**config.mk**
```make
export PLATFORM = sky130hd
export DESIGN_NAME = fpu_status_unit
export DESIGN_NICKNAME = d
export VERILOG_FILES = /design/src/rtl/fsw_pkg.sv /design/src/rtl/fsw_prio.sv /design/src/rtl/fsw_next.sv /design/src/rtl/fsw_read.sv /design/src/rtl/fpu_status_unit.sv
export SDC_FILE = /design/constraint.sdc
export NUM_CORES = 1
export LEC_CHECK = 0
export ABC_AREA = 0
export BUFFER_PORTS_ARGS = -buffer_cell sky130_fd_sc_hd__buf_2
export CAP_MARGIN = 15
export CORE_MARGIN = 2
export CORE_UTILIZATION = 40
export DETAILED_ROUTE_END_ITERATION = 8
export PLACE_DENSITY = 0.75
export SYNTH_ARGS = -nofsm -noshare
export SYNTH_HDL_FRONTEND = slang
export SYNTH_SLANG_ARGS = --single-unit
export TNS_END_PERCENT = 50
```
**constraint.sdc**
```tcl
create_clock -name clk_i -period 0.8 [get_ports clk_i]
set_input_delay 0.12 -clock clk_i [delete_from_list [all_inputs] [get_ports clk_i]]
set_output_delay 0.12 -clock clk_i [all_outputs]
set_load 0.005 [all_outputs]
```
**src/rtl/fsw_pkg.sv**
```systemverilog
package fsw_pkg;
  localparam int SW_W    = 16;
  localparam int TOP_W   = 3;
  localparam int TOP_LSB = 11;
  localparam int C0_B    = 8;
  localparam int C1_B    = 9;
  localparam int C2_B    = 10;
  localparam int C3_B    = 14;
  localparam int Q_W     = 3;
  // strobe index = priority (lower wins)
  localparam int OP_INIT  = 0;
  localparam int OP_LOAD  = 1;
  localparam int OP_CLEAR = 2;
  localparam int OP_TEST  = 3;
  localparam int OP_EXAM  = 4;
  localparam int OP_REM   = 5;
  localparam int OP_TRIG  = 6;
  localparam int N_OPS    = 7;
  localparam logic [SW_W-1:0] TOP_MASK =
    ~(SW_W'((1 << TOP_W) - 1) << TOP_LSB);
endpackage

```
**src/rtl/fsw_prio.sv**
```systemverilog
module fsw_prio #(
  parameter int N = 7
) (
  input  logic         clk_i,
  input  logic         rst_ni,
  input  logic [N-1:0] req_i,
  output logic [N-1:0] gnt_o
);
  logic [N:0] seen;
  assign seen[0] = 1'b0;

  for (genvar i = 0; i < N; i++) begin : g_chain
    assign gnt_o[i]  = req_i[i] & ~seen[i];
    assign seen[i+1] = seen[i] | req_i[i];
  end

  p_onehot_r10: assert property (@(posedge clk_i) disable iff (!rst_ni)
    $onehot0(gnt_o));
  p_grant_r10: assert property (@(posedge clk_i) disable iff (!rst_ni)
    (|req_i) |-> (|gnt_o));
endmodule

```
**src/rtl/fsw_next.sv**
```systemverilog
module fsw_next
  import fsw_pkg::*;
(
  input  logic [SW_W-1:0]  sw_i,
  input  logic [N_OPS-1:0] gnt_i,
  input  logic [SW_W-1:0]  load_data_i,
  input  logic             neg_i,
  input  logic             zero_i,
  input  logic             empty_i,
  input  logic [Q_W-1:0]   quot_i,
  output logic [SW_W-1:0]  sw_o
);
  always_comb begin
    sw_o = sw_i;
    if (gnt_i[OP_INIT]) begin
      sw_o = '0;
    end else if (gnt_i[OP_LOAD]) begin
      sw_o = load_data_i;
    end else if (gnt_i[OP_CLEAR]) begin
      sw_o[7:0] = '0;
    end else if (gnt_i[OP_TEST]) begin
      sw_o[C0_B] = ~zero_i & neg_i;
      sw_o[C2_B] = 1'b0;
      sw_o[C3_B] = zero_i;
    end else if (gnt_i[OP_EXAM]) begin
      sw_o[C0_B] = empty_i;
      sw_o[C1_B] = neg_i;
      sw_o[C2_B] = ~empty_i & ~zero_i;
      sw_o[C3_B] = empty_i | zero_i;
    end else if (gnt_i[OP_REM]) begin
      sw_o[C0_B] = quot_i[2];
      sw_o[C1_B] = quot_i[0];
      sw_o[C2_B] = 1'b0;
      sw_o[C3_B] = quot_i[1];
    end else if (gnt_i[OP_TRIG]) begin
      sw_o[C2_B] = 1'b0;
    end
  end
endmodule

```
**src/rtl/fsw_read.sv**
```systemverilog
module fsw_read
  import fsw_pkg::*;
(
  input  logic [SW_W-1:0]  sw_i,
  input  logic [TOP_W-1:0] top_i,
  output logic [SW_W-1:0]  status_o
);
  assign status_o = (sw_i & TOP_MASK) | (SW_W'(top_i) << TOP_LSB);

  always_comb begin
    p_top_field_r2: assert (status_o[TOP_LSB +: TOP_W] == top_i);
  end
endmodule

```
**src/rtl/fpu_status_unit.sv**
```systemverilog
module fpu_status_unit
  import fsw_pkg::*;
(
  input  logic             clk_i,
  input  logic             rst_ni,
  input  logic             op_init_i,
  input  logic             op_load_i,
  input  logic             op_clear_i,
  input  logic             op_test_i,
  input  logic             op_exam_i,
  input  logic             op_rem_i,
  input  logic             op_trig_i,
  input  logic             op_store_i,
  input  logic [SW_W-1:0]  load_data_i,
  input  logic             opnd_neg_i,
  input  logic             opnd_zero_i,
  input  logic             tag_empty_i,
  input  logic [Q_W-1:0]   quot_i,
  input  logic [TOP_W-1:0] top_i,
  output logic [SW_W-1:0]  status_o,
  output logic [SW_W-1:0]  store_data_o,
  output logic [TOP_W-1:0] load_top_o,
  output logic             load_top_vld_o
);
  logic [N_OPS-1:0] req, gnt;
  logic [SW_W-1:0]  sw_q, sw_d, rd_word;
  logic [TOP_W-1:0] ltop_q;
  logic             ltop_vld_q;
  logic [SW_W-1:0]  store_q;

  always_comb begin
    req           = '0;
    req[OP_INIT]  = op_init_i;
    req[OP_LOAD]  = op_load_i;
    req[OP_CLEAR] = op_clear_i;
    req[OP_TEST]  = op_test_i;
    req[OP_EXAM]  = op_exam_i;
    req[OP_REM]   = op_rem_i;
    req[OP_TRIG]  = op_trig_i;
  end

  fsw_prio #(.N(N_OPS)) u_prio (
    .clk_i (clk_i),
    .rst_ni(rst_ni),
    .req_i (req),
    .gnt_o (gnt)
  );

  fsw_next u_next (
    .sw_i       (sw_q),
    .gnt_i      (gnt),
    .load_data_i(load_data_i),
    .neg_i      (opnd_neg_i),
    .zero_i     (opnd_zero_i),
    .empty_i    (tag_empty_i),
    .quot_i     (quot_i),
    .sw_o       (sw_d)
  );

  fsw_read u_read (
    .sw_i    (sw_q),
    .top_i   (top_i),
    .status_o(rd_word)
  );

  always_ff @(posedge clk_i or negedge rst_ni) begin
    if (!rst_ni) begin
      sw_q       <= '0;
      store_q    <= '0;
      ltop_q     <= '0;
      ltop_vld_q <= 1'b0;
    end else begin
      sw_q       <= sw_d;
      ltop_vld_q <= gnt[OP_LOAD];
      if (gnt[OP_LOAD]) ltop_q <= load_data_i[TOP_LSB +: TOP_W];
      if (op_store_i)   store_q <= rd_word;
    end
  end

  assign status_o       = rd_word;
  assign store_data_o   = store_q;
  assign load_top_o     = ltop_q;
  assign load_top_vld_o = ltop_vld_q;

  p_hold_r12: assert property (@(posedge clk_i) disable iff (!rst_ni)
    !(|req) |=> $stable(sw_q));
  p_init_r8: assert property (@(posedge clk_i) disable iff (!rst_ni)
    op_init_i |=> (sw_q == '0));
  p_clear_r3: assert property (@(posedge clk_i) disable iff (!rst_ni)
    (op_clear_i && !op_init_i && !op_load_i)
      |=> (sw_q[7:0] == '0) && (sw_q[15:8] == $past(sw_q[15:8])));
  p_exam_c1_r5: assert property (@(posedge clk_i) disable iff (!rst_ni)
    (op_exam_i && !(|req[OP_EXAM-1:0])) |=> (sw_q[C1_B] == $past(opnd_neg_i)));
  p_load_top_r9: assert property (@(posedge clk_i) disable iff (!rst_ni)
    (op_load_i && !op_init_i)
      |=> load_top_vld_o && (load_top_o == $past(load_data_i[TOP_LSB +: TOP_W])));
  p_store_r11: assert property (@(posedge clk_i) disable iff (!rst_ni)
    op_store_i |=> (store_data_o == $past(status_o)));
endmodule

```
==> flow_metrics.py <==
metrics = {
    "synth": {
        "synthFlopType": "dfrtp_1",
        "yosysWarnings": 0,
        "synth_area_um2": 1440,
        "ys_seq_area_share_pct": 57.3,
        "syn_nets": 143,
        "ys_seq_elements": 33,
        "syn_avg_cell_area_um2": 13.3,
        "synth.top_cells.by_area": "dfrtp_1 (57%), mux2_2 (15%), a22o_1 (4.9%)",
        "synth_common_cells": "dfrtp_1 (33), mux2_2 (19), a22o_1 (8)",
        "synth_edf_count": 0,
        "synthCells": 108,
        "async_flop_share_pct": 100,
        "yosysMostFrequentCell": "dfrtp_1",
        "synth_top_area_share_pct": 57.3,
        "synth_cell_types": 32,
        "netlist.top_cell.by_area": "dfrtp_1",
    },
    "power": {
        "p_leak_nw": 1.17,
        "peakVddDrop_mv": 0.984,
        "cellPowerDensity_nw_per_um2": 1810,
        "p_total_mw": 3.92,
    },
    "drt": {
        "routed_wl_mm": 3.48,
        "drc": 0,
        "avgRoutedWirePerCell_um": 13.8,
        "dr.pass1.iters": 4,
        "vias": 1235,
        "drt-initial-drc-count": 38,
        "postRouteAntennaNets": 0,
        "vias_per_cell": 4.90,
    },
    "run": {
        "maxCapViolCount": 0,
    },
    "floorplan": {
        "dieWidth_um": 64,
        "initial_core_util_pct": 42.5,
        "core_um2": 3390,
        "dieHeight_um": 64,
        "rows": 21,
        "dieArea_um2": 4100,
        "pin_count": 71,
    },
    "global_route": {
        "grt_pass1_vias": 1258,
        "antenna_found_initial": 0,
        "grt_pass1_wl_mm": 5.81,
        "grt_use_total_pct": 18.4,
        "grt.overflow.total": 0,
        "grt_max_degree": 34,
    },
    "sta": {
        "skew_ns": 0.00490,
        "final-hold-violation-count": 0,
        "relSlewSlack_pct": 74.4,
        "min_period_ns": 0.988,
        "final_max_slew_viol_count": 0,
        "fin_setup_tns_ns": -6.54,
        "rsz0062_at_grt": "yes",
        "finalSetupViolCount": 52,
        "setup_slack_ns": -0.188,
        "timing.final.crit_share_pct": 124,
        "hold_slack_ns": 0.0183,
        "worst_pin_slew_ns": 0.382,
        "max_freq_mhz": 1010,
    },
    "cts": {
        "htreeDepth": 2,
        "clock-root-buffer": "clkbuf_4",
        "cts_buffers": 5,
        "clock_path_buffers": 2,
        "clk_latency_ns": 0.32,
        "cts_tree": "done",
        "cts_sinks": 33,
        "path_clk_slew_ns": 0.10,
    },
    "hold_path": {
        "hold_class": "in -> reg",
    },
    "setup_path": {
        "crit_chain": "buf_2",
        "cp-start-kind": "flip-flop",
        "r2r_start": "sw_q[9]$_DFFE_PN0P_",
        "cp_data_arrival_time_ns": 0.87,
        "endpoint_kind": "primary output",
        "critPathMaxStageDelay_ns": 0.41,
        "crit_start": "sw_q[4]$_DFFE_PN0P_",
        "path_class": "reg -> out",
        "rr_endpoint": "sw_q[9]$_DFFE_PN0P_",
        "path_buf_inv": 1,
        "cp.depth": 1,
        "r2r_slack_ns": -0.10,
        "slowest_stage": "dfrtp_1",
        "critPathMaxFanout": 2,
        "cpLargestDelayFamily": "flip-flops",
        "critPathRequiredTime_ns": 0.68,
        "r2r_cells": 3,
        "crit_end": "status_o[4]",
    },
    "layout": {
        "n_antenna_cell": 0,
        "num-nets-final": 240,
        "drive_gt1_share_pct": 64.1,
        "syn2layout_area_growth_pct": 50.9,
    },
    "outcome": {
        "violations": "negative setup slack",
        "outcome": "finished with violations",
    },
    "placement": {
        "dpl_worst_slack_ns": -0.214,
        "gp_congestion": 0.796,
        "io_buffers": 70,
        "dpl.hpwl_mm": 2.52,
    },
}
[layout by cell type, fill, tap and decap left out, types with 3 or more instances in the layout]
cell type  count
dfrtp_1       33
clkbuf_4       5
buf_2         70
a22o_1         8
inv_1          4
buf_6          4
buf_12         3
mux2_2        10
mux2_4         9
buf_4         21
a21oi_1        3
nor2_1         3
[worst min-delay path by stage]
stage                          from                         to  depth (start not counted)  slack, ns
finish               load_data_i[5]        sw_q[5]$_DFFE_PN0P_                          2       0.02
detailed placement           rst_ni        sw_q[0]$_DFFE_PN0P_                          2       0.09
floorplan                    rst_ni  load_top_o[0]$_DFFE_PN0P_                          0      -0.18
global route        load_data_i[12]  load_top_o[1]$_DFFE_PN0P_                          2      0.007
CTS                  load_data_i[5]        sw_q[5]$_DFFE_PN0P_                          2      0.007
global placement             rst_ni        sw_q[1]$_DFFE_PN0P_                          2       0.09
[what timing repair did]
action	CTS	global route
pin swaps	4	3
endpoints found under the hold margin	33	0
hold buffers	1	0
setup endpoints to repair	34	59
setup buffers	13	6
gates resized for setup	4	8
[per-layer routing]
metal / wire length, um / share of wire, % / vias to the layer above / global-route usage [%]
met4: 47 / 1.3 / 0 / 7.34
met2: 1680 / 48 / 57 / 31.1
li1: - / - / 578 / -
met3: 259 / 7.4 / 4 / 4.58
met5: 0 / 0 / - / 0
met1: 1500 / 43 / 596 / 22.5
[state kept, by name, summed over array words and instances (netlist names)]
register,flops
sw_q,13
load_top_vld_o,1
store_data_o,16
load_top_o,3
[logic make-up after synthesis]
kind of cell           synth area share, %
buffers and inverters                 6.60
DFF                                   57.3
and+or+nand+nor                       7.13
muxes                                 15.6
AOI/OAI and AO/OA                     13.4
[cell type report]
| cell class | count | area, um^2 |
|---|---|---|
| Clock buffer | 7 | 55.1 |
| Multi-Input combinational cell | 61 | 561 |
| Fill cell | 276 | 1220 |
| Clock inverter | 1 | 30.0 |
| Timing Repair Buffer | 99 | 623 |
| Tap cell | 46 | 57.6 |
| Inverter | 5 | 21.3 |
| Sequential cell | 33 | 826 |
[report_power, final]
part	internal (mW)	switching [mW]	total (mW)	leakage [nW]
Sequential	1.80	0.0687	1.87	0.428
Combinational	0.459	0.319	0.778	0.698
Clock	0.746	0.530	1.28	0.0455
Total	3.01	0.918	3.92	1.17
[through the flow]
step	std cells	util (%)	instance area [um^2]
4_1_cts	246	61.9	2100
2_1_floorplan	108	-	1490
3_3_place_gp	224	55.8	1890
3_5_place_dp	224	55.8	1890
5_1_grt	252	64.1	2170
6_report	252	64.1	2170
Power figures use the tool's default switching activity.
